**src/rtl/mode_gate_pkg.sv**
```systemverilog
package mode_gate_pkg;
  localparam int UNARY_W = 4;
  localparam int FLAV_W  = 2;
  localparam int RSV_W   = 2;
  localparam int CNT_W   = 4;
  localparam int FLAV_LO = UNARY_W;
  localparam int RSV_LO  = FLAV_LO + FLAV_W;
  localparam int CNT_LO  = RSV_LO + RSV_W;
  localparam int REG_W   = CNT_LO + CNT_W;
  localparam int NUM_CLS = 1 + UNARY_W + (1 << FLAV_W) - 1;
  localparam int CLS_W   = $clog2(NUM_CLS);

  typedef struct packed {
    logic save;
    logic restore;
    logic write;
    logic tick;
  } gateStrobes_t;
endpackage

```
**src/rtl/mode_gate_ctrl.sv**
```systemverilog
module mode_gate_ctrl
  import mode_gate_pkg::*;
#(
  parameter logic [REG_W-1:0] PRIV_MASK = REG_W'(12'h038)
) (
  input  logic                instValid,
  input  logic [CLS_W-1:0]    instClass,
  input  logic                instPcChange,
  input  logic                instModeWr,
  input  logic [REG_W-1:0]    instModeData,
  input  logic                instKernel,
  input  logic                trapEnter,
  input  logic                trapReturn,
  input  logic [REG_W-1:0]    modeReg,
  output logic                issueOk,
  output logic                illegalTrap,
  output gateStrobes_t        strobes
);
  logic [FLAV_W-1:0] flavor;
  logic classOk, countLive, rsvBad, privBad, writeBad, pcBad, fault, trapCycle;

  assign flavor    = modeReg[FLAV_LO +: FLAV_W];
  assign countLive = modeReg[CNT_LO +: CNT_W] != '0;

  // Class admission: base always, unary region per bit, binary region by value.
  always_comb begin
    classOk = (instClass == '0);
    for (int k = 1; k <= UNARY_W; k++) begin
      if (instClass == CLS_W'(k)) classOk = modeReg[k-1];
    end
    for (int f = 1; f < (1 << FLAV_W); f++) begin
      if (instClass == CLS_W'(UNARY_W + f)) classOk = (flavor == FLAV_W'(f));
    end
  end

  assign rsvBad    = instModeData[RSV_LO +: RSV_W] != '0;
  assign privBad   = !instKernel && (((instModeData ^ modeReg) & PRIV_MASK) != '0);
  assign writeBad  = instModeWr && (rsvBad || privBad);
  assign pcBad     = instPcChange && countLive;
  assign fault     = !classOk || pcBad || writeBad;
  assign trapCycle = trapEnter || trapReturn;

  assign issueOk     = instValid && !trapCycle && !fault;
  assign illegalTrap = instValid && !trapCycle && fault;

  assign strobes.save    = trapEnter;
  assign strobes.restore = trapReturn && !trapEnter;
  assign strobes.write   = issueOk && instModeWr;
  assign strobes.tick    = issueOk && !instModeWr && countLive;
endmodule

```
**src/rtl/mode_gate_dp.sv**
```systemverilog
module mode_gate_dp
  import mode_gate_pkg::*;
(
  input  logic             clk,
  input  logic             rst,
  input  gateStrobes_t     strobes,
  input  logic [REG_W-1:0] writeData,
  output logic [REG_W-1:0] modeReg
);
  logic [REG_W-1:0] liveReg, shadowReg;
  logic [CNT_W-1:0] curCount;
  logic             expiring;

  assign curCount = liveReg[CNT_LO +: CNT_W];
  assign expiring = strobes.tick && (curCount == CNT_W'(1));
  assign modeReg  = liveReg;

  always_ff @(posedge clk) begin
    if (rst) begin
      liveReg   <= '0;
      shadowReg <= '0;
    end else if (strobes.save) begin
      shadowReg <= liveReg;
      liveReg   <= '0;
    end else if (strobes.restore) begin
      liveReg <= shadowReg;
    end else if (strobes.write) begin
      liveReg <= writeData;
    end else if (strobes.tick) begin
      liveReg[CNT_LO +: CNT_W] <= curCount - CNT_W'(1);
      if (expiring) liveReg[RSV_LO-1:0] <= '0;
    end
  end

  assert_save_R10: assert property (@(posedge clk) disable iff (rst)
    strobes.save |=> (shadowReg == $past(liveReg)) && (liveReg == '0));
  assert_restore_R10: assert property (@(posedge clk) disable iff (rst)
    strobes.restore |=> liveReg == $past(shadowReg));
  assert_expire_clear_R7: assert property (@(posedge clk) disable iff (rst)
    (strobes.tick && curCount == CNT_W'(1)) |=> liveReg == '0);
  assert_reserved_zero_R5: assert property (@(posedge clk) disable iff (rst)
    liveReg[RSV_LO +: RSV_W] == '0);
endmodule

```
**src/rtl/ext_mode_gate.sv**
```systemverilog
module ext_mode_gate
  import mode_gate_pkg::*;
#(
  parameter logic [REG_W-1:0] PRIV_MASK = REG_W'(12'h038)
) (
  input  logic             clk,
  input  logic             rst,
  input  logic             instValid,
  input  logic [CLS_W-1:0] instClass,
  input  logic             instPcChange,
  input  logic             instModeWr,
  input  logic [REG_W-1:0] instModeData,
  input  logic             instKernel,
  input  logic             trapEnter,
  input  logic             trapReturn,
  output logic             issueOk,
  output logic             illegalTrap,
  output logic [REG_W-1:0] modeBits
);
  gateStrobes_t strobes;
  logic [CNT_W-1:0] curCount;
  logic [UNARY_W-1:0] unarySel;

  mode_gate_ctrl #(.PRIV_MASK(PRIV_MASK)) u_ctrl (
    .instValid    (instValid),
    .instClass    (instClass),
    .instPcChange (instPcChange),
    .instModeWr   (instModeWr),
    .instModeData (instModeData),
    .instKernel   (instKernel),
    .trapEnter    (trapEnter),
    .trapReturn   (trapReturn),
    .modeReg      (modeBits),
    .issueOk      (issueOk),
    .illegalTrap  (illegalTrap),
    .strobes      (strobes)
  );

  mode_gate_dp u_dp (
    .clk       (clk),
    .rst       (rst),
    .strobes   (strobes),
    .writeData (instModeData),
    .modeReg   (modeBits)
  );

  assign curCount = modeBits[CNT_LO +: CNT_W];

  always_comb begin
    unarySel = '0;
    for (int k = 1; k <= UNARY_W; k++) unarySel[k-1] = (instClass == CLS_W'(k));
  end

  assert_issue_unary_R2: assert property (@(posedge clk) disable iff (rst)
    (issueOk && unarySel != '0) |-> (unarySel & modeBits[UNARY_W-1:0]) != '0);
  assert_illegal_hold_R5: assert property (@(posedge clk) disable iff (rst)
    illegalTrap |=> modeBits == $past(modeBits));
  assert_count_step_R8: assert property (@(posedge clk) disable iff (rst)
    (issueOk && !instModeWr && curCount > CNT_W'(1)) |=> curCount == $past(curCount) - CNT_W'(1));
  assert_bubble_hold_R8: assert property (@(posedge clk) disable iff (rst)
    (!instValid && !trapEnter && !trapReturn) |=> $stable(modeBits));
  assert_pc_change_R9: assert property (@(posedge clk) disable iff (rst)
    (issueOk && instPcChange) |-> curCount == '0);
  assert_trap_cycle_quiet_R11: assert property (@(posedge clk) disable iff (rst)
    (trapEnter || trapReturn) |-> !issueOk && !illegalTrap);
endmodule

```
**config.mk**
```make
export PLATFORM = sky130hd
export DESIGN_NAME = ext_mode_gate
export DESIGN_NICKNAME = d
export VERILOG_FILES = /design/src/rtl/mode_gate_pkg.sv /design/src/rtl/mode_gate_ctrl.sv /design/src/rtl/mode_gate_dp.sv /design/src/rtl/ext_mode_gate.sv
export SDC_FILE = /design/constraint.sdc
export NUM_CORES = 1
export LEC_CHECK = 0
export BUFFER_PORTS_ARGS = -buffer_cell sky130_fd_sc_hd__buf_2
export CAP_MARGIN = 10
export CORE_UTILIZATION = 49
export CTS_BUF_LIST = sky130_fd_sc_hd__clkbuf_4 sky130_fd_sc_hd__clkbuf_8
export DETAILED_ROUTE_END_ITERATION = 7
export GPL_ROUTABILITY_DRIVEN = 0
export PLACE_DENSITY = 0.75
export SLEW_MARGIN = 25
export SYNTH_ARGS = -nofsm -noshare
export SYNTH_HDL_FRONTEND = slang
export SYNTH_SLANG_ARGS = --single-unit
export TNS_END_PERCENT = 30
```
**constraint.sdc**
```tcl
create_clock -name clk -period 2.1 [get_ports clk]
set_input_delay 0.105 -clock clk [delete_from_list [all_inputs] [get_ports clk]]
set_output_delay 0.105 -clock clk [all_outputs]
set_load 0.1 [all_outputs]
```
==> impl_metrics.ini <==
[status]
status = complete, no violations

[yosys]
synth_xor_area_share_pct = 3.22
synth-simple-area-share_pct = 22.6
yosys_warnings = 0
synth-compound-area-share_pct = 22.8
synth_top_family_by_area = compound AO/OA/AOI/OAI gates
postSynthAreaPerCell_um2 = 8.61
synth-main-ff-cell = dfxtp_1
seq_area_frac_synth_pct = 35.3
synth_fp_nets = 183
synth_fa_ha_area_share_pct = 1.84
synth-edff-count = 0
synthCells = 158
ys_types = 44
synth_seq_cells = 24
synth.area.mux_share_pct = 10.3
synthArstFlopShare_pct = 0
syn-cell-area_um2 = 1360

[timing]
finalSetupViolations = 0
rsz0062_at_grt = true
finalCritPeriodShare_pct = 96.7
hold_ws_ps = 137
period_needed_ps = 2030
finClkSkew_ps = 5.96
hold_viol = 0
fmax_mhz = 492
tightest_slew_ps = 487
drv_slew = 0
max_slew_margin_pct = 67.8

[detailed_routing]
first_iter_violations = 33
wl_per_cell_um = 15.8
wl_um = 3550
drc_errors = 0
vias = 1341
firstDrtPassIters = 4
post_drt_via_cell_ratio = 5.99
ant_nets = 0

[global_route]
grt_max_degree = 21
antenna_found_initial = 0
overflow = 0
grt_pass1_vias = 1244
gr-usage-all-layers_pct = 24.9
grt_pass1_wl_um = 5340

[cts]
clkTransAtPathRegs_ps = 130
cts_max_level = 1
cts_buffer_depth = 2
root_buffer = clkbuf_4
cts_inserted_buffers = 3
cts_tree = yes
clk_latency_ps = 310
cts.sinks = 24

[finish]
final_cell_mix = buf_2, nor2_1, nand2_1, mux2i_1, dfxtp_1
drive_gt1_share_pct = 35.1
antenna_cells = 0
final_common_cell = buf_2
area_delta_synth_final_pct = 25.8
final_cells = 224
finalNetCount = 221

[job]
drv_cap = 0

[worst_hold_path]
worstHoldPathCells = 2
hp-class = input port to flop

[power_and_ir_drop]
p_leak_uw = 0.000696
powerDensity_nw_per_um2 = 475
ir_drop_mv = 0.346

[floorplanning]
io_pins = 37
rows = 18
design.die.area_um2 = 2990
die_h_um = 54.7
die_x_um = 54.7
coreArea_um2 = 2540
initial_core_util_pct = 53.4

[worst_setup_path]
rr_worst_depth = 7
crit_fanout = 17
end_kind = output pin
critPathKind = flop to output pin
cp.required_ps = 2000
cp_data_arrival_time_ps = 1930
setup.worst_path.start_class = flop

[place]
dp_hpwl_um = 2610
dp_cells = 218
port-buffer-count = 36
worst paths after layout:
check | startpoint | end | slack [ps]
min reg2reg | u_dp.shadowReg[7]$_SDFFE_PP0P_ | u_dp.modeReg[7]$_SDFFE_PP0P_ | 470
max | u_dp.modeReg[9]$_SDFFE_PP0P_ | illegalTrap | 70
max reg2reg | u_dp.modeReg[9]$_SDFFE_PP0P_ | u_dp.modeReg[9]$_SDFFE_PP0P_ | 90
min | rst | u_dp.shadowReg[10]$_SDFFE_PP0P_ | 140
power by group:
| part | leakage, uW | switching (uW) | internal (uW) |
|---|---|---|---|
| clock | 0.0000138 | 137 | 67.0 |
| sequential | 0.000201 | 2.41 | 447 |
| combinational | 0.000481 | 97.4 | 60.7 |
kinds of logic (layout without fill, tap and decap cells):
kind of cell	Yosys count	after routing
AO/OA/AOI/OAI	40	40
XOR/XNOR	5	5
adder cells (fa/ha/maj)	2	2
buffers and inverters	12	48
flip-flops	24	24
multiplexers	14	14
AND/OR/NAND/NOR	61	61
critical path: stages, from the launching register on:
cell and delay, ps:
dfxtp_4 390, inv_4 60, ha_4 130, or3b_4 410
nand2_4 90, o21ai_4 140, nor2_2 160, nor2_4 50
buf_12 170
final cells by class:
type / count / area [um2]
inverter: 2 / 10.0
timing repair buffer: 43 / 263
multi-input combinational: 122 / 865
tap: 30 / 37.5
fill: 226 / 835
sequential: 24 / 513
clock buffer: 3 / 22.5
layer usage:
| metal | GRT usage (%) | routed length (um) | vias up |
|---|---|---|---|
| met5 | 0 | 0 | - |
| met4 | 9.83 | 40 | 0 |
| met3 | 3.33 | 160 | 6 |
| met2 | 44.0 | 1740 | 35 |
| met1 | 30.0 | 1610 | 652 |
| li1 | - | - | 648 |
per-stage QoR:
step           TNS (ps)  utilization [%]  cell area, um2  setup WS, ps  power, uW
5_1_grt           -10.1             67.2            1710         -5.41        840
3_3_place_gp          0             65.2            1660           158        605
3_5_place_dp          0             65.2            1660           129        607
4_1_cts               0             66.1            1680          2.61        806
6_report              0             67.2            1710          68.5        812
2_1_floorplan      -115                -            1430          -115        558
synthesized netlist by cell type (3+ instances only):
master / instances / share of area, %
a21oi_1: 6 / 2.2
a22o_1: 6 / 3.9
buf_2: 6 / 2.2
dfxtp_1: 24 / 35
mux2i_1: 14 / 10
nand2_1: 18 / 5.0
nand2b_1: 3 / 1.4
nor2_1: 22 / 6.1
o21ai_0: 3 / 1.1
o311ai_0: 4 / 2.6
o31ai_1: 5 / 2.8
xnor2_1: 4 / 2.6
sequential cells by signal (all words and copies together) (netlist names):
register	count
u_dp.modeReg	12
u_dp.shadowReg	12
repair_timing:
item,4_1_cts,5_1_grt
hold buffers,0,0
gates resized for setup,0,2
setup endpoints to repair,0,4
setup buffers,0,3
Power figures use the tool's default switching activity.
